==> config.mk <==
export PLATFORM = sky130hd
export DESIGN_NAME = credit_ledger
export DESIGN_NICKNAME = d
export VERILOG_FILES = /design/src/rtl/credit_ledger_pkg.sv /design/src/rtl/credit_edge_qual.sv /design/src/rtl/credit_slot.sv /design/src/rtl/credit_ledger.sv
export SDC_FILE = /design/constraint.sdc
export NUM_CORES = 1
export LEC_CHECK = 0
export ABC_CLOCK_PERIOD_IN_PS = 12000
export CORE_MARGIN = 2
export CORE_UTILIZATION = 45
export DETAILED_ROUTE_END_ITERATION = 10
export DONT_BUFFER_PORTS = 1
export GPL_ROUTABILITY_DRIVEN = 1
export RECOVER_POWER = 50
export SYNTH_ARGS = -nofsm -noshare
export SYNTH_HDL_FRONTEND = slang
export SYNTH_SLANG_ARGS = --single-unit
export TNS_END_PERCENT = 10
==> constraint.sdc <==
create_clock -name clk -period 12 [get_ports clk]
set_clock_uncertainty 0.05 [all_clocks]
set_input_delay 2.4 -clock clk [delete_from_list [all_inputs] [get_ports clk]]
set_output_delay 2.4 -clock clk [all_outputs]
set_load 0.02 [all_outputs]
==> src/rtl/credit_ledger_pkg.sv <==
package credit_ledger_pkg;

  localparam logic [1:0] MODE_IDLE   = 2'd0;
  localparam logic [1:0] MODE_INIT   = 2'd1;
  localparam logic [1:0] MODE_ACTIVE = 2'd2;

  typedef struct packed {
    logic [3:0] tens;
    logic [3:0] ones;
  } bcd2_t;

  localparam bcd2_t BCD_ZERO = '{tens: 4'd0, ones: 4'd0};
  localparam bcd2_t BCD_TOP  = '{tens: 4'd9, ones: 4'd9};

  function automatic logic bcd_is_top(input bcd2_t a);
    return (a.tens == 4'd9) && (a.ones == 4'd9);
  endfunction

  function automatic logic bcd_is_zero(input bcd2_t a);
    return (a.tens == 4'd0) && (a.ones == 4'd0);
  endfunction

  // add a 0..15 amount, clamping at 99
  function automatic bcd2_t bcd_add_clamp(input bcd2_t a, input logic [3:0] amt);
    logic [4:0] u;
    logic [4:0] t;
    bcd2_t      r;
    u = 5'(a.ones) + 5'(amt);
    t = 5'(a.tens);
    if (u >= 5'd20) begin
      u = u - 5'd20;
      t = t + 5'd2;
    end else if (u >= 5'd10) begin
      u = u - 5'd10;
      t = t + 5'd1;
    end
    if (t > 5'd9) begin
      r = BCD_TOP;
    end else begin
      r.tens = t[3:0];
      r.ones = u[3:0];
    end
    return r;
  endfunction

  // subtract a small amount; caller guarantees a >= amt
  function automatic bcd2_t bcd_sub(input bcd2_t a, input logic [3:0] amt);
    bcd2_t r;
    if (a.ones >= amt) begin
      r.ones = a.ones - amt;
      r.tens = a.tens;
    end else begin
      r.ones = a.ones + 4'd10 - amt;
      r.tens = a.tens - 4'd1;
    end
    return r;
  endfunction

endpackage

==> src/rtl/credit_edge_qual.sv <==
module credit_edge_qual #(
  parameter int NUM_IN = 5,
  parameter int DEPTH  = 3
) (
  input  logic              clk,
  input  logic              rst_n,
  input  logic              tick,
  input  logic [NUM_IN-1:0] level_n,
  output logic [NUM_IN-1:0] evt
);

  localparam int NEWER = DEPTH - 1;

  for (genvar i = 0; i < NUM_IN; i++) begin : g_chan
    logic [DEPTH-1:0] hist_q;
    logic [DEPTH-1:0] hist_d;

    // index 0 holds the newest sample
    assign hist_d = {hist_q[DEPTH-2:0], level_n[i]};
    assign evt[i] = tick & hist_d[DEPTH-1] & ~(|hist_d[NEWER-1:0]);

    always_ff @(posedge clk) begin
      if (!rst_n) begin
        hist_q <= '1;
      end else if (tick) begin
        hist_q <= hist_d;
      end
    end

    // an event requires the current sample to be pressed
    p_evt_pressed_r2: assert property (@(posedge clk) disable iff (!rst_n)
      evt[i] |-> (tick && !level_n[i]));
    // no event twice on consecutive strobes
    p_no_repeat_r2: assert property (@(posedge clk) disable iff (!rst_n)
      evt[i] |=> !evt[i]);
  end

endmodule

==> src/rtl/credit_slot.sv <==
module credit_slot #(
  parameter int CNT_W = 4
) (
  input  logic             clk,
  input  logic             rst_n,
  input  logic             coin_hit,
  input  logic             allow,
  input  logic             clear,
  input  logic [CNT_W-1:0] coins_per_credit,
  output logic             accepted,
  output logic             earn
);

  logic [CNT_W-1:0] part_q;
  logic [CNT_W-1:0] part_inc;

  assign part_inc = part_q + CNT_W'(1);
  assign accepted = coin_hit & allow;
  assign earn     = accepted & (part_inc == coins_per_credit);

  always_ff @(posedge clk) begin
    if (!rst_n) begin
      part_q <= '0;
    end else if (clear) begin
      part_q <= '0;
    end else if (accepted) begin
      part_q <= earn ? '0 : part_inc;
    end
  end

  // a clear request empties the partial count
  p_part_cleared_r8: assert property (@(posedge clk) disable iff (!rst_n)
    clear |=> (part_q == '0));
  // without an accepted coin the partial count holds unless cleared
  p_part_hold_r3: assert property (@(posedge clk) disable iff (!rst_n)
    (!accepted && !clear) |=> $stable(part_q));

endmodule

==> src/rtl/credit_ledger.sv <==
module credit_ledger
  import credit_ledger_pkg::*;
#(
  parameter int NUM_SLOTS    = 2,
  parameter int CNT_W        = 4,
  parameter int HIST_DEPTH   = 3,
  parameter int SERVICE_SLOT = 1
) (
  input  logic                       clk,
  input  logic                       rst_n,
  input  logic                       frame_tick,
  input  logic [1:0]                 mode,
  input  logic [NUM_SLOTS-1:0]       coin_n,
  input  logic                       service_n,
  input  logic                       start1_n,
  input  logic                       start2_n,
  input  logic                       test_n,
  input  logic [NUM_SLOTS*CNT_W-1:0] cfg_coins_per_credit,
  input  logic [NUM_SLOTS*4-1:0]     cfg_credits_per_coin,
  output logic [3:0]                 credit_tens,
  output logic [3:0]                 credit_ones,
  output logic [NUM_SLOTS-1:0]       coin_evt,
  output logic                       start_req,
  output logic                       start_two,
  output logic                       test_req
);

  localparam int NUM_IN  = NUM_SLOTS + 3;
  localparam int IDX_SVC = NUM_SLOTS;
  localparam int IDX_ST1 = NUM_SLOTS + 1;
  localparam int IDX_ST2 = NUM_SLOTS + 2;

  bcd2_t              bal_q;
  bcd2_t              bal_d;
  bcd2_t              chain [NUM_SLOTS+1];
  bcd2_t              after_svc;
  logic [NUM_IN-1:0]  hit;
  logic [NUM_SLOTS-1:0] accepted;
  logic [NUM_SLOTS-1:0] earn;
  logic               test_hit;
  logic               svc_take;
  logic               take1;
  logic               take2;
  logic               clear_parts;
  logic               idle_mode;

  credit_edge_qual #(
    .NUM_IN (NUM_IN),
    .DEPTH  (HIST_DEPTH)
  ) u_qual (
    .clk     (clk),
    .rst_n   (rst_n),
    .tick    (frame_tick),
    .level_n ({start2_n, start1_n, service_n, coin_n}),
    .evt     (hit)
  );

  assign test_hit  = frame_tick & ~test_n & (mode != MODE_INIT);
  assign idle_mode = (mode == MODE_IDLE);
  assign chain[0]  = bal_q;

  // coins apply in slot order, each on the balance the previous slot left
  for (genvar s = 0; s < NUM_SLOTS; s++) begin : g_slot
    logic allow;
    assign allow = ~test_hit & ~bcd_is_top(chain[s]);

    credit_slot #(
      .CNT_W (CNT_W)
    ) u_slot (
      .clk              (clk),
      .rst_n            (rst_n),
      .coin_hit         (hit[s]),
      .allow            (allow),
      .clear            (clear_parts),
      .coins_per_credit (cfg_coins_per_credit[s*CNT_W +: CNT_W]),
      .accepted         (accepted[s]),
      .earn             (earn[s])
    );

    assign chain[s+1] = earn[s]
      ? bcd_add_clamp(chain[s], cfg_credits_per_coin[s*4 +: 4])
      : chain[s];
  end

  assign svc_take  = hit[IDX_SVC] & ~test_hit & ~bcd_is_top(chain[NUM_SLOTS]);
  assign after_svc = svc_take
    ? bcd_add_clamp(chain[NUM_SLOTS], cfg_credits_per_coin[SERVICE_SLOT*4 +: 4])
    : chain[NUM_SLOTS];

  assign take1 = hit[IDX_ST1] & ~test_hit & idle_mode & ~bcd_is_zero(after_svc);
  assign take2 = hit[IDX_ST2] & ~hit[IDX_ST1] & ~test_hit & idle_mode
               & ((after_svc.tens != 4'd0) || (after_svc.ones >= 4'd2));
  assign clear_parts = test_hit | take1 | take2;

  always_comb begin
    if (test_hit)   bal_d = BCD_ZERO;
    else if (take1) bal_d = bcd_sub(after_svc, 4'd1);
    else if (take2) bal_d = bcd_sub(after_svc, 4'd2);
    else            bal_d = after_svc;
  end

  always_ff @(posedge clk) begin
    if (!rst_n) begin
      bal_q     <= BCD_ZERO;
      coin_evt  <= '0;
      start_req <= 1'b0;
      start_two <= 1'b0;
      test_req  <= 1'b0;
    end else begin
      if (frame_tick) bal_q <= bal_d;
      coin_evt  <= accepted;
      start_req <= take1 | take2;
      start_two <= take2;
      test_req  <= test_hit;
    end
  end

  assign credit_tens = bal_q.tens;
  assign credit_ones = bal_q.ones;

  // both digits stay in decimal range
  p_bcd_range_r4: assert property (@(posedge clk) disable iff (!rst_n)
    (credit_tens <= 4'd9) && (credit_ones <= 4'd9));
  // nothing moves after a cycle without a frame strobe
  p_quiet_r6: assert property (@(posedge clk) disable iff (!rst_n)
    !frame_tick |=> ((coin_evt == '0) && !start_req && !test_req
                     && $stable(credit_tens) && $stable(credit_ones)));
  // a full balance accepts no coin
  p_full_blocks_r5: assert property (@(posedge clk) disable iff (!rst_n)
    (frame_tick && credit_tens == 4'd9 && credit_ones == 4'd9) |=> (coin_evt == '0));
  // starts are granted only from idle
  p_start_idle_r10: assert property (@(posedge clk) disable iff (!rst_n)
    (frame_tick && mode != MODE_IDLE) |=> !start_req);
  // a test clear leaves an empty balance and no start
  p_test_zero_r11: assert property (@(posedge clk) disable iff (!rst_n)
    test_req |-> (credit_tens == 4'd0 && credit_ones == 4'd0 && !start_req));
  // the two-credit flag never appears alone
  p_two_with_req_r9: assert property (@(posedge clk) disable iff (!rst_n)
    start_two |-> start_req);

endmodule

Yosys cells after proc, flatten, opt, wreduce, memory -nomap -nowiden --
Cells that the tools add are included.
Operators by class: reductions and logical operators 15, bitwise operators 43, mux-type cells 25, equal/unequal tests 9, magnitude comparators 11, add/subtract/negate cells 23
Operator list (number):
- two-way mux 8 bit | 11
- two-way mux 4 bit | 8
- two-way mux 5 bit | 6
- AND 1 bit | 27
- equality test 4 bit (second input constant) | 6
- adder 4 x 1 -> 5 bit (second input constant) | 3
- adder 4 x 2 -> 5 bit (second input constant) | 3
- adder 4 x 4 -> 5 bit | 3
- >= comparator 5 x 4 -> 1 bit (second input constant) | 3
- >= comparator 5 bit (second input constant) | 3
- greater-than comparator 5 x 4 -> 1 bit (second input constant) | 3
- inverter 1 bit | 13
- OR reduction 2 bit | 6
- subtractor 4 x 1 -> 4 bit (second input constant) | 3
- subtractor 4 x 3 -> 4 bit (second input constant) | 3
- subtractor 4 bit (second input constant) | 3
- adder 4 x 1 -> 4 bit (second input constant) | 2
- equality test 4 bit | 2
- zero test 4 bit | 2
- subtractor 4 x 2 -> 4 bit (second input constant) | 2
- adder 4 bit (second input constant) | 1
- >= comparator 4 x 1 -> 1 bit (second input constant) | 1
- >= comparator 4 x 2 -> 1 bit (second input constant) | 1
- logical AND 1 bit | 4
- 5 further kinds | 7
Word-level totals: register bits 31, input port bits 27

Logic depth before layout (Yosys ltp) --
Gate-level depths: netlist of the first run.
word-level depth 29, mapped depth 54, mapped depth without buffers 53

Cells and area by module --
From an unflattened synthesis of the first run, not the netlist that was laid out.
Second synthesis, totals: cell total of the unflattened synthesis 558, area, all modules 4425.5 sq um
By module, submodules not included:
- credit_ledger | area each 3409.5 sq um, cells an instance 444, times used 1, seq. area each 260.2 sq um
- credit_slot | area each 297.8 sq um, cells an instance 36, times used 2, seq. area each 80.1 sq um
- credit_edge_qual | area each 420.4 sq um, cells an instance 42, times used 1, seq. area each 200.2 sq um

Least setup slack after synthesis of the first run --
No wires, ideal clock.
path kind input to register, start point input port cfg_credits_per_coin[0], end point register bal_q (netlist bit credit_tens[1]), path buffers 1, stages 50, data required time 11881 ps, arrival time 12686 ps, path slack -805 ps, path through ha_1 -> fa_1 -> xor2_2 -> ha_1 -> nor3b_1 -> nor2_1 -> a211oi_2 -> o31ai_1 -> a21boi_4 -> o21ai_0 -> o22a_1 -> ha_1 -> inv_1 -> fa_1 -> xnor2_1 -> inv_1 -> ha_1 -> o31a_1 -> [14 not listed] -> nand2_1 -> o21ai_0 -> o21a_1 -> nor2_1 -> a21oi_1 -> nor4_2 -> or2_0 -> buf_4 -> nand2b_1 -> o21ai_2 -> inv_2 -> ha_1 -> nand2b_1 -> or3_1 -> o31a_1 -> nor3_2 -> mux2_1 -> o21ai_1
On the way: cells in the longest elaborated chain, start to end 27
RTL lines:
- from (decl) | RTL line credit_ledger.sv:19 | input logic [NUM_SLOTS*4-1:0] cfg_credits_per_coin,
- adder 4 x 4 -> 5 bit * | RTL line credit_ledger_pkg.sv:28 | u = 5'(a.ones) + 5'(amt);
- >= comparator 5 x 4 -> 1 bit | RTL line credit_ledger_pkg.sv:33 | end else if (u >= 5'd10) begin
- two-way mux 5 bit | RTL line credit_ledger_pkg.sv:33
- two-way mux 5 bit | RTL line credit_ledger_pkg.sv:30 | if (u >= 5'd20) begin
- greater-than comparator 5 x 4 -> 1 bit | RTL line credit_ledger_pkg.sv:37 | if (t > 5'd9) begin
- two-way mux 8 bit * | RTL line credit_ledger_pkg.sv:37
- two-way mux 8 bit * | RTL line credit_ledger.sv:81 | ? bcd_add_clamp(chain[s], cfg_credits_per_coin[s*4 +: 4])
- adder 4 x 4 -> 5 bit / equality test 4 bit (equally long branches) | RTL line credit_ledger_pkg.sv:28, credit_ledger_pkg.sv:16
- [11 not listed]
- two-way mux 8 bit | RTL line credit_ledger_pkg.sv:37
- two-way mux 8 bit * | RTL line credit_ledger.sv:87 | ? bcd_add_clamp(chain[NUM_SLOTS], cfg_credits_per_coin[SERVICE_SLOT*4 +: 4])
- >= comparator 4 x 2 -> 1 bit (tied with other cells) | RTL line credit_ledger_pkg.sv:49, credit_ledger.sv:92
- logical OR 1 bit / logical AND 1 bit (equally long branches) | RTL line credit_ledger.sv:92, credit_ledger_pkg.sv:20
- AND 1 bit / inverter 1 bit (equally long branches) | RTL line credit_ledger.sv:92, credit_ledger.sv:90
- two-way mux 8 bit / AND 1 bit (equally long branches) | RTL line credit_ledger.sv:98, credit_ledger.sv:90
- two-way mux 8 bit * | RTL line credit_ledger.sv:97 | else if (take1) bal_d = bcd_sub(after_svc, 4'd1);
- two-way mux 8 bit * | RTL line credit_ledger.sv:96 | if (test_hit) bal_d = BCD_ZERO;
- to (signal assigned) | RTL line credit_ledger.sv:110 | if (frame_tick) bal_q <= bal_d;
- to (decl) | RTL line credit_ledger.sv:33 | bcd2_t bal_q;
Mark *: on every way between the ends. The rest lies on a longest branch, timed or not. A chain may end at the register's enable or synchronous reset.

Final worst setup path of the first run --
Ends and elaborated chain as after synthesis.

==> flow_summary.html, run 1 <==
<table>
<tr><th>Metric</th><th>Value</th></tr>
<tr><th colspan="2">Outcome</th></tr>
<tr><td>Status</td><td>complete, no violations</td></tr>
<tr><th colspan="2">Route</th></tr>
<tr><td>Number of iterations in the first detailed-routing pass</td><td>4</td></tr>
<tr><td>Total Routed Length</td><td>12.68 mm</td></tr>
<tr><td>Routed wirelength normalized by instance count</td><td>16.97 um</td></tr>
<tr><td>Detailed-route vias per instance</td><td>5.971</td></tr>
<tr><td>Initial detailed-routing violation count</td><td>159</td></tr>
<tr><td>Antenna Violating Nets Remaining</td><td>0</td></tr>
<tr><td>Detailed-route DRC error count</td><td>0</td></tr>
<tr><td>Total number of vias</td><td>between 4,000 and 5,000</td></tr>
<tr><th colspan="2">Logic synthesis</th></tr>
<tr><td>Library cell occupying the most area in the post-synthesis netlist</td><td>dfxtp_1</td></tr>
<tr><td>Yosys synthesis warning count</td><td>0</td></tr>
<tr><td>Synth Area in Adders</td><td>0.1315</td></tr>
<tr><td>Syn Std Cell Area</td><td>between 4000 and 5000 um^2</td></tr>
<tr><td>Sequential-to-total area share from yosys stat</td><td>0.1489</td></tr>
<tr><td>Synthesized flop and latch total</td><td>31</td></tr>
<tr><td>Simple-gate portion of the synthesized area</td><td>0.2417</td></tr>
<tr><td>Primary flip-flop cell chosen by synthesis mapping</td><td>dfxtp_1</td></tr>
<tr><td>Net count after synthesis</td><td>approximately 600</td></tr>
<tr><td>Dominant combinational cell family by area after synthesis</td><td>compound AO/OA/AOI/OAI gates</td></tr>
<tr><td>Number of cells produced by synthesis</td><td>~530</td></tr>
<tr><td>XOR/XNOR Fraction of Synth Area</td><td>0.05824</td></tr>
<tr><td>Number of enable flip-flop cells after synthesis</td><td>0</td></tr>
<tr><td>Share of synthesized flip-flops with an asynchronous set or reset</td><td>0</td></tr>
<tr><td>Fraction of post-synthesis cell area in the top cell type by area</td><td>0.1489</td></tr>
<tr><td>Compound-Gate Fraction of Synth Area</td><td>0.3257</td></tr>
<tr><td>Ranking of synthesized cells by area</td><td>dfxtp_1, ha_1, nand2_1</td></tr>
<tr><td>Post-synthesis cell type count</td><td>100</td></tr>
<tr><td>Average cell area after synthesis</td><td>7.923 um^2</td></tr>
<tr><td>Fraction of synthesized area in multiplexers</td><td>0.04533</td></tr>
<tr><th colspan="2">CTS</th></tr>
<tr><td>Deepest level of the CTS H-tree</td><td>2</td></tr>
<tr><td>Worst-case clock buffer depth</td><td>2</td></tr>
<tr><td>Total clock sinks</td><td>31</td></tr>
<tr><td>TritonCTS clock tree</td><td>built</td></tr>
<tr><td>Cell chosen for the clock root</td><td>clkbuf_8</td></tr>
<tr><td>Num CTS Buffers</td><td>5</td></tr>
<tr><td>CTS clock-pin slew for the worst setup and hold paths</td><td>about 0.07 ns</td></tr>
<tr><td>Clk_lat worst skew</td><td>0.29 ns</td></tr>
<tr><th colspan="2">Finish</th></tr>
<tr><td>Most common cell after layout, fill and taps aside</td><td>buf_4</td></tr>
<tr><td>Area of all placed cells without fillers</td><td>about 5700 um^2</td></tr>
<tr><td>Layout cell share with drive strength beyond 1</td><td>0.3868</td></tr>
<tr><td>Finished Layout Cells</td><td>747</td></tr>
<tr><td>Antenna diode count</td><td>0</td></tr>
<tr><td>Commonest cells after routing, fill and taps aside</td><td>buf_4, nand2_1, nor2_1</td></tr>
<tr><td>Layout area overhead</td><td>35.91%</td></tr>
<tr><td>Layout Nets</td><td>between 700 and 800</td></tr>
<tr><td>Final-layout fill cell count</td><td>777</td></tr>
<tr><th colspan="2">Global routing</th></tr>
<tr><td>Remaining Overflow, GRT</td><td>0</td></tr>
<tr><td>First-pass GRT wire length</td><td>between 15 and 20 mm</td></tr>
<tr><td>All-Layer GR Usage</td><td>0.2393</td></tr>
<tr><td>Via count of the first global-routing pass</td><td>4,149</td></tr>
<tr><td>Initial antenna violation count</td><td>0</td></tr>
<tr><td>Pin count of the biggest net entering global routing</td><td>17</td></tr>
<tr><th colspan="2">STA</th></tr>
<tr><td>Worst slew margin relative to its limit</td><td>0.5773</td></tr>
<tr><td>Final Setup Violations</td><td>0</td></tr>
<tr><td>Total count of max-transition violations in the final report</td><td>0</td></tr>
<tr><td>Unrepaired setup endpoints after global routing</td><td>true</td></tr>
<tr><td>Final period util</td><td>0.9821</td></tr>
<tr><td>Final count of hold timing violations</td><td>0</td></tr>
<tr><td>Maximum frequency from static timing analysis</td><td>84.85 MHz</td></tr>
<tr><td>Min Clock Period, post-route</td><td>approximately 12 ns</td></tr>
<tr><td>Worst Tran Pin Value</td><td>~0.63 ns</td></tr>
<tr><th colspan="2">Place</th></tr>
<tr><td>Placed Area</td><td>roughly 5000 um^2</td></tr>
<tr><td>Cell count after placement</td><td>between 700 and 800</td></tr>
<tr><td>Quantity of I/O buffers inserted on ports</td><td>0</td></tr>
<tr><td>Detailed placer's ending HPWL</td><td>about 9.7 mm</td></tr>
<tr><td>Placer's final routability congestion estimate</td><td>around 0.94</td></tr>
<tr><th colspan="2">Floorplan</th></tr>
<tr><td>Initial core utilization</td><td>0.4576</td></tr>
<tr><td>Core Box Area</td><td>9109 um^2</td></tr>
<tr><td>Die area</td><td>10,050 um^2</td></tr>
<tr><td>Die extent in x</td><td>100.2 um</td></tr>
<tr><td>Top Ports</td><td>40</td></tr>
<tr><td>Die Ht</td><td>about 100 um</td></tr>
<tr><td>Std cell rows</td><td>35</td></tr>
<tr><th colspan="2">Worst setup path</th></tr>
<tr><td>Cell repeated most along the worst path</td><td>o21ai_2</td></tr>
<tr><td>Nature of the critical path endpoint</td><td>register</td></tr>
<tr><td>Required time at the worst-slack endpoint</td><td>12.17 ns</td></tr>
<tr><td>Arrival time reported for the critical path endpoint</td><td>~12 ns</td></tr>
<tr><td>Critical path class</td><td>input pin to register</td></tr>
<tr><td>Startpoint kind of the worst setup timing path</td><td>input pin</td></tr>
<tr><td>CP max stage delay</td><td>roughly 0.65 ns</td></tr>
<tr><td>Slowest library cell on the worst path</td><td>fa_2</td></tr>
<tr><td>Max FO, Critical Path</td><td>4</td></tr>
<tr><th colspan="2">Pwr</th></tr>
<tr><td>Overall Power</td><td>between 200 and 300 uW</td></tr>
<tr><td>Max rail drop VDD</td><td>roughly 53 uV</td></tr>
<tr><td>Pwr/cell area</td><td>around 50 nW/um^2</td></tr>
<tr><td>Static Leak</td><td>around 0.0024 uW</td></tr>
<tr><th colspan="2">Hold path</th></tr>
<tr><td>Path category of the worst min-delay check</td><td>register to register</td></tr>
<tr><th colspan="2">Job</th></tr>
<tr><td># Max-Cap Violations</td><td>0</td></tr>
</table>
where the power goes:
part | switching, uW | total, uW | internal, uW
logic | 48.3 | 95.5 | 47.2
clock network | 40.3 | 80.6 | 40.3
registers | 2.15 | 107 | 105
total | 90.7 | 283 | 192
layout make-up:
cell class	count	area, um^2	area share
inverters	32	121.4	0.02143
flip-flops and latches	31	620.6	0.1096
well taps	111	138.9	0.02452
clock buffers	5	68.82	0.01215
repair buffers	115	874.6	0.1544
clock inverters	3	20.02	0.003534
multi-input cells	450	3820	0.6744
registers in the layout (all words and copies together) (netlist names):
name	cells
u_qual.g_chan.hist_q	10
g_slot.u_slot.part_q	8
credit_ones	4
credit_tens	4
coin_evt	2
start_req	1
start_two	1
test_req	1
critical path, delay by kind of cell:
kind            cells  cell delay [ns]
compound gates     17             3.43
fa+ha+maj           9             2.53
simple gates       11             1.69
buf+inv             9             0.98
xor+xnor            3             0.58
mux                 1             0.33
per-layer routing:
metal	vias to the layer above	global-route usage	share of wire
met5	-	0	0
met4	0	0.06112	0.021
met3	21	0.02994	0.037
met2	96	0.4166	0.51
met1	2162	0.3128	0.44
li1	2181	-	-
logic make-up (layout without fill, tap and decap cells):
kind of cell,Yosys count,count (layout)
simple gates,196,196
compound gates,167,168
buf+inv,46,155
fa+ha+maj,42,42
flops,31,31
xor+xnor,26,26
mux,18,18
path summary, 6_finish.rpt:
path / cells after the start / from / slack, ns / end
worst max register to register: 50 / credit_ones[1]$_SDFFE_PN0P_ / 1.71 / credit_tens[1]$_SDFFE_PN0P_
worst min-delay path: 2 / u_qual.g_chan[4].hist_q[0]$_SDFFE_PN1P_ / 0.42 / u_qual.g_chan[4].hist_q[0]$_SDFFE_PN1P_
worst min register to register: 2 / u_qual.g_chan[4].hist_q[0]$_SDFFE_PN1P_ / 0.42 / u_qual.g_chan[4].hist_q[0]$_SDFFE_PN1P_
worst max-delay path: 50 / cfg_credits_per_coin[0] / 0.22 / credit_tens[1]$_SDFFE_PN0P_
timing repair:
action / CTS / global route
resized for setup: 0 / 87
endpoints found under the setup margin: 0 / 18
setup buffers: 0 / 28
hold buffers: 0 / 0
stage by stage:
| step | setup WS (ns) | utilization | TNS, ns | hold WS [ns] |
|---|---|---|---|---|
| floorplan | 0.05675 | - | 0 | 0.3833 |
| global placement | 0.02850 | 0.5437 | 0 | 0.3975 |
| detailed placement | -0.1289 | 0.5437 | -1.316 | 0.4084 |
| CTS | 0.1330 | 0.5534 | 0 | 0.4275 |
| global route | -0.2009 | 0.6218 | -1.646 | 0.4543 |
| finish | 0.2150 | 0.6218 | 0 | 0.4241 |
cells in the mapped netlist, types with 4 or more instances:
cell type	instances
ha_1	39
a21oi_2	4
nor2_1	43
xnor2_1	19
o21a_1	5
mux2i_1	14
o21ai_0	28
or3_1	5
and2_1	6
a21oi_1	26
nand3b_1	6
nor2b_1	9
o2111ai_1	4
xor2_1	5
nor4_1	5
a211o_1	5
nand2_1	57
o21ai_1	5
nand2b_1	11
a21o_1	8
clkbuf_1	7
nor2_2	6
a211oi_1	6
inv_1	28
nor3_1	7
a31oi_1	4
nand3_1	15
dfxtp_1	31
No activity file was read; power rests on OpenSTA's default activity.
==> run 2: changes to the inputs <==
--- a/config.mk
+++ b/config.mk
@@ -5,12 +5,15 @@
 export SDC_FILE = /design/constraint.sdc
 export NUM_CORES = 1
 export LEC_CHECK = 0
+export ABC_AREA = 1
 export ABC_CLOCK_PERIOD_IN_PS = 12000
 export CORE_MARGIN = 2
 export CORE_UTILIZATION = 45
+export CTS_CLUSTER_DIAMETER = 30
 export DETAILED_ROUTE_END_ITERATION = 10
 export DONT_BUFFER_PORTS = 1
 export GPL_ROUTABILITY_DRIVEN = 1
+export PLACE_DENSITY = 0.72
 export RECOVER_POWER = 50
 export SYNTH_ARGS = -nofsm -noshare
 export SYNTH_HDL_FRONTEND = slang
==> run 2 against run 1 <==
Final cell count grew 8.4%. Non-clock buffer count decreased by 114. Clock power is essentially flat. Clock-buffer cell count increased by 1. Synthesized area rose by 0.81%. Total power increased by 7.7%. Worst setup slack better by 0.88 ns. Sequential power up 4%. Critical path type unchanged.
==> flow_summary.html, run 2 <==
<table>
<tr><th>Metric</th><th>Value</th></tr>
<tr><th colspan="2">Outcome</th></tr>
<tr><td>Status</td><td>complete, no violations</td></tr>
<tr><th colspan="2">Finish</th></tr>
<tr><td>Register containing the most flip-flops in the final layout</td><td>u_qual.g_chan.hist_q</td></tr>
<tr><td>Final-layout fill cell count</td><td>around 930</td></tr>
<tr><td>Area of combinational cells with multiple inputs</td><td>3157 um^2</td></tr>
<tr><td>Sequential Area</td><td>just over 600 um^2</td></tr>
<tr><td>Layout cell share with drive strength beyond 1</td><td>0.1288</td></tr>
<tr><td>Layout area overhead</td><td>4.378%</td></tr>
<tr><td>Largest registers</td><td>u_qual.g_chan.hist_q: 10 flops, g_slot.u_slot.part_q: 8 flops</td></tr>
<tr><td>Largest register FFs</td><td>10</td></tr>
<tr><td>Antenna diode count</td><td>0</td></tr>
<tr><td>Most common cell after layout, fill and taps aside</td><td>nand2_1</td></tr>
<tr><td>Layout Nets</td><td>about 770</td></tr>
<tr><td>Commonest cells after routing, fill and taps aside</td><td>nand2_1, inv_1, nand3_1</td></tr>
<tr><th colspan="2">CTS</th></tr>
<tr><td>Number of setup buffers added after CTS</td><td>0</td></tr>
<tr><td>Total clock sinks</td><td>31</td></tr>
<tr><td>Num CTS Buffers</td><td>5</td></tr>
<tr><td>Hold bufs inserted after CTS</td><td>0</td></tr>
<tr><td>Cell chosen for the clock root</td><td>clkbuf_8</td></tr>
<tr><td>TritonCTS clock tree</td><td>built</td></tr>
<tr><td>Deepest level of the CTS H-tree</td><td>2</td></tr>
<tr><td>Clk_lat worst skew</td><td>0.28 ns</td></tr>
<tr><td>Worst-case clock buffer depth</td><td>2</td></tr>
<tr><td>Quantity of gates resized following cts</td><td>0</td></tr>
<tr><td>CTS clock-pin slew for the worst setup and hold paths</td><td>about 0.060 ns</td></tr>
<tr><th colspan="2">Logic synthesis</th></tr>
<tr><td>Average cell area after synthesis</td><td>6.019 um^2</td></tr>
<tr><td>Net count after synthesis</td><td>767</td></tr>
<tr><td>Yosys synthesis warning count</td><td>0</td></tr>
<tr><td>Synthesized flop and latch total</td><td>31</td></tr>
<tr><td>Number of cells produced by synthesis</td><td>698</td></tr>
<tr><td>Number of enable flip-flop cells after synthesis</td><td>0</td></tr>
<tr><td>Fraction of post-synthesis cell area in the top cell type by area</td><td>0.2028</td></tr>
<tr><td>Primary flip-flop cell chosen by synthesis mapping</td><td>dfxtp_1</td></tr>
<tr><td>Ranking of synthesized cells by area</td><td>nand2_1, dfxtp_1, ha_1</td></tr>
<tr><td>Share of synthesized flip-flops with an asynchronous set or reset</td><td>0</td></tr>
<tr><td>Most frequent cells after synthesis</td><td>nand2_1, inv_1, nand3_1, nor2_1, ha_1</td></tr>
<tr><td>Library cell occupying the most area in the post-synthesis netlist</td><td>nand2_1</td></tr>
<tr><td>Post-synthesis cell type count</td><td>between 40 and 50</td></tr>
<tr><td>Syn Std Cell Area</td><td>~4200 um^2</td></tr>
<tr><td>Sequential-to-total area share from yosys stat</td><td>0.1477</td></tr>
<tr><td>Most repeated cell in the gate-level netlist after synthesis</td><td>nand2_1</td></tr>
<tr><th colspan="2">Global routing</th></tr>
<tr><td>All-Layer GR Usage</td><td>0.1988</td></tr>
<tr><td>Via count of the first global-routing pass</td><td>3,784</td></tr>
<tr><td>Initial antenna violation count</td><td>0</td></tr>
<tr><td>Pin count of the biggest net entering global routing</td><td>17</td></tr>
<tr><td>First-pass GRT wire length</td><td>16.78 mm</td></tr>
<tr><td>Remaining Overflow, GRT</td><td>0</td></tr>
<tr><th colspan="2">Floorplan</th></tr>
<tr><td>Core Box Area</td><td>between 9000 and 10,000 um^2</td></tr>
<tr><td>Initial core utilization</td><td>0.4591</td></tr>
<tr><td>Top Ports</td><td>40</td></tr>
<tr><td>Die extent in x</td><td>100.6 um</td></tr>
<tr><td>Die area</td><td>a little over 10,000 um^2</td></tr>
<tr><td>Die Ht</td><td>between 100 and 150 um</td></tr>
<tr><td>Std cell rows</td><td>35</td></tr>
<tr><th colspan="2">STA</th></tr>
<tr><td>Unrepaired setup endpoints after global routing</td><td>false</td></tr>
<tr><td>Maximum frequency from static timing analysis</td><td>around 92 MHz</td></tr>
<tr><td>Final Setup Violations</td><td>0</td></tr>
<tr><td>Final period util</td><td>0.9084</td></tr>
<tr><td>Worst Tran Pin Value</td><td>0.7503 ns</td></tr>
<tr><td>Post-Route Setup TNS</td><td>0 ns</td></tr>
<tr><td>Min Hold Slack</td><td>0.4140 ns</td></tr>
<tr><td>Worst slew margin relative to its limit</td><td>0.4952</td></tr>
<tr><td>Total count of max-transition violations in the final report</td><td>0</td></tr>
<tr><td>Min Clock Period, post-route</td><td>~11 ns</td></tr>
<tr><td>Final count of hold timing violations</td><td>0</td></tr>
<tr><th colspan="2">Place</th></tr>
<tr><td>Placer's final routability congestion estimate</td><td>approximately 0.97</td></tr>
<tr><td>Detailed placer's ending HPWL</td><td>approximately 8.1 mm</td></tr>
<tr><td>Quantity of I/O buffers inserted on ports</td><td>0</td></tr>
<tr><th colspan="2">Worst setup path</th></tr>
<tr><td>Cell repeated most along the worst path</td><td>nand2_1</td></tr>
<tr><td>Nature of the critical path endpoint</td><td>register</td></tr>
<tr><td>Critical path class</td><td>input pin to register</td></tr>
<tr><td>Required time at the worst-slack endpoint</td><td>12.10 ns</td></tr>
<tr><td>Startpoint kind of the worst setup timing path</td><td>input pin</td></tr>
<tr><td>Arrival time reported for the critical path endpoint</td><td>about 11 ns</td></tr>
<tr><td>Max FO, Critical Path</td><td>11</td></tr>
<tr><td>Worst reg2reg setup slack</td><td>2.67 ns</td></tr>
<tr><td>Slowest library cell on the worst path</td><td>fa_1</td></tr>
<tr><td>CP max stage delay</td><td>0.43 ns</td></tr>
<tr><th colspan="2">Pwr</th></tr>
<tr><td>Overall Power</td><td>slightly above 300 uW</td></tr>
<tr><td>Pwr/cell area</td><td>~70 nW/um^2</td></tr>
<tr><td>Static Leak</td><td>about 0.0024 uW</td></tr>
<tr><td>Max rail drop VDD</td><td>~53 uV</td></tr>
<tr><th colspan="2">Route</th></tr>
<tr><td>Detailed-route DRC error count</td><td>0</td></tr>
<tr><td>Antenna Violating Nets Remaining</td><td>0</td></tr>
<tr><td>Total number of vias</td><td>about 4,200</td></tr>
<tr><td>Routed wirelength normalized by instance count</td><td>~12 um</td></tr>
<tr><td>Detailed-route vias per instance</td><td>between 5 and 6</td></tr>
<tr><td>Number of iterations in the first detailed-routing pass</td><td>5</td></tr>
<tr><td>Total Routed Length</td><td>9.881 mm</td></tr>
<tr><td>Initial detailed-routing violation count</td><td>around 260</td></tr>
<tr><th colspan="2">Job</th></tr>
<tr><td># Max-Cap Violations</td><td>0</td></tr>
<tr><th colspan="2">Hold path</th></tr>
<tr><td>Path category of the worst min-delay check</td><td>register to register</td></tr>
</table>
[run 2: changes by cell type in the layout (fill, tap and decap cells not counted), sizes merged, moves of 11 or more]
cell,change
a21oi,-22
buf,-114
inv,+69
mux2i,-14
nand2,+190
nand2b,-11
nand3,+75
nor2,+30
xnor2,-11
[run 2: path summary, 6_finish.rpt]
kind,startpoint,to,cells past startpoint
worst max register to register,credit_ones[2]$_SDFFE_PN0P_,credit_ones[3]$_SDFFE_PN0P_,67
worst max-delay path,cfg_credits_per_coin[0],credit_ones[3]$_SDFFE_PN0P_,67
worst min-delay path,u_qual.g_chan[4].hist_q[1]$_SDFFE_PN1P_,u_qual.g_chan[4].hist_q[1]$_SDFFE_PN1P_,2
worst min register to register,u_qual.g_chan[4].hist_q[1]$_SDFFE_PN1P_,u_qual.g_chan[4].hist_q[1]$_SDFFE_PN1P_,2
[run 2: report_power, final]
part | leakage (uW) | internal, uW | switching (uW)
Sequential | 0.000253 | 107 | 4.35
Clock | 0.0000470 | 44.8 | 35.5
Combinational | 0.00213 | 38.9 | 74.9
[run 2: per-stage QoR]
stage / cell area (um^2) / utilization / std cells / setup WS (ns)
floorplan: 4202 / - / 698 / 2.000
global placement: 4302 / 0.4700 / 803 / 1.233
detailed placement: 4302 / 0.4700 / 803 / 0.9289
CTS: 4389 / 0.4796 / 810 / 1.201
global route: 4385 / 0.4792 / 810 / 0.2561
finish: 4385 / 0.4792 / 810 / 1.100
[run 2: final cells by class]
class	count	share of cell area
multi-input cells	560	0.7198
flip-flops and latches	31	0.1415
inverters	100	0.08616
well taps	111	0.03167
clock buffers	6	0.01883
clock inverters	1	0.001141
repair buffers	1	0.0008559
[run 2: worst max-delay path: cells and delay by family]
family | cells | cell delay, ns
and+or+nand+nor | 36 | 3.53
adders and majority gates | 10 | 2.52
buffers and inverters | 15 | 1.44
xor gates and xnor gates | 2 | 0.62
AOI/OAI and AO/OA | 4 | 0.45
[run 2: kinds of logic after synthesis]
family,count (synthesis),synth area share
adder cells (fa/ha/maj),42,0.1304
buffers and inverters,107,0.1009
AND/OR/NAND/NOR,445,0.4997
XOR/XNOR,19,0.03961
AO/OA/AOI/OAI,54,0.08159
flip-flops,31,0.1477
[run 2: per-layer routing]
metal	wire [um]	vias up	global-route usage
met1	4443	1860	0.2615
li1	-	2222	-
met3	598	16	0.04161
met5	0	-	0
met4	147	0	0.04004
met2	4692	113	0.3359
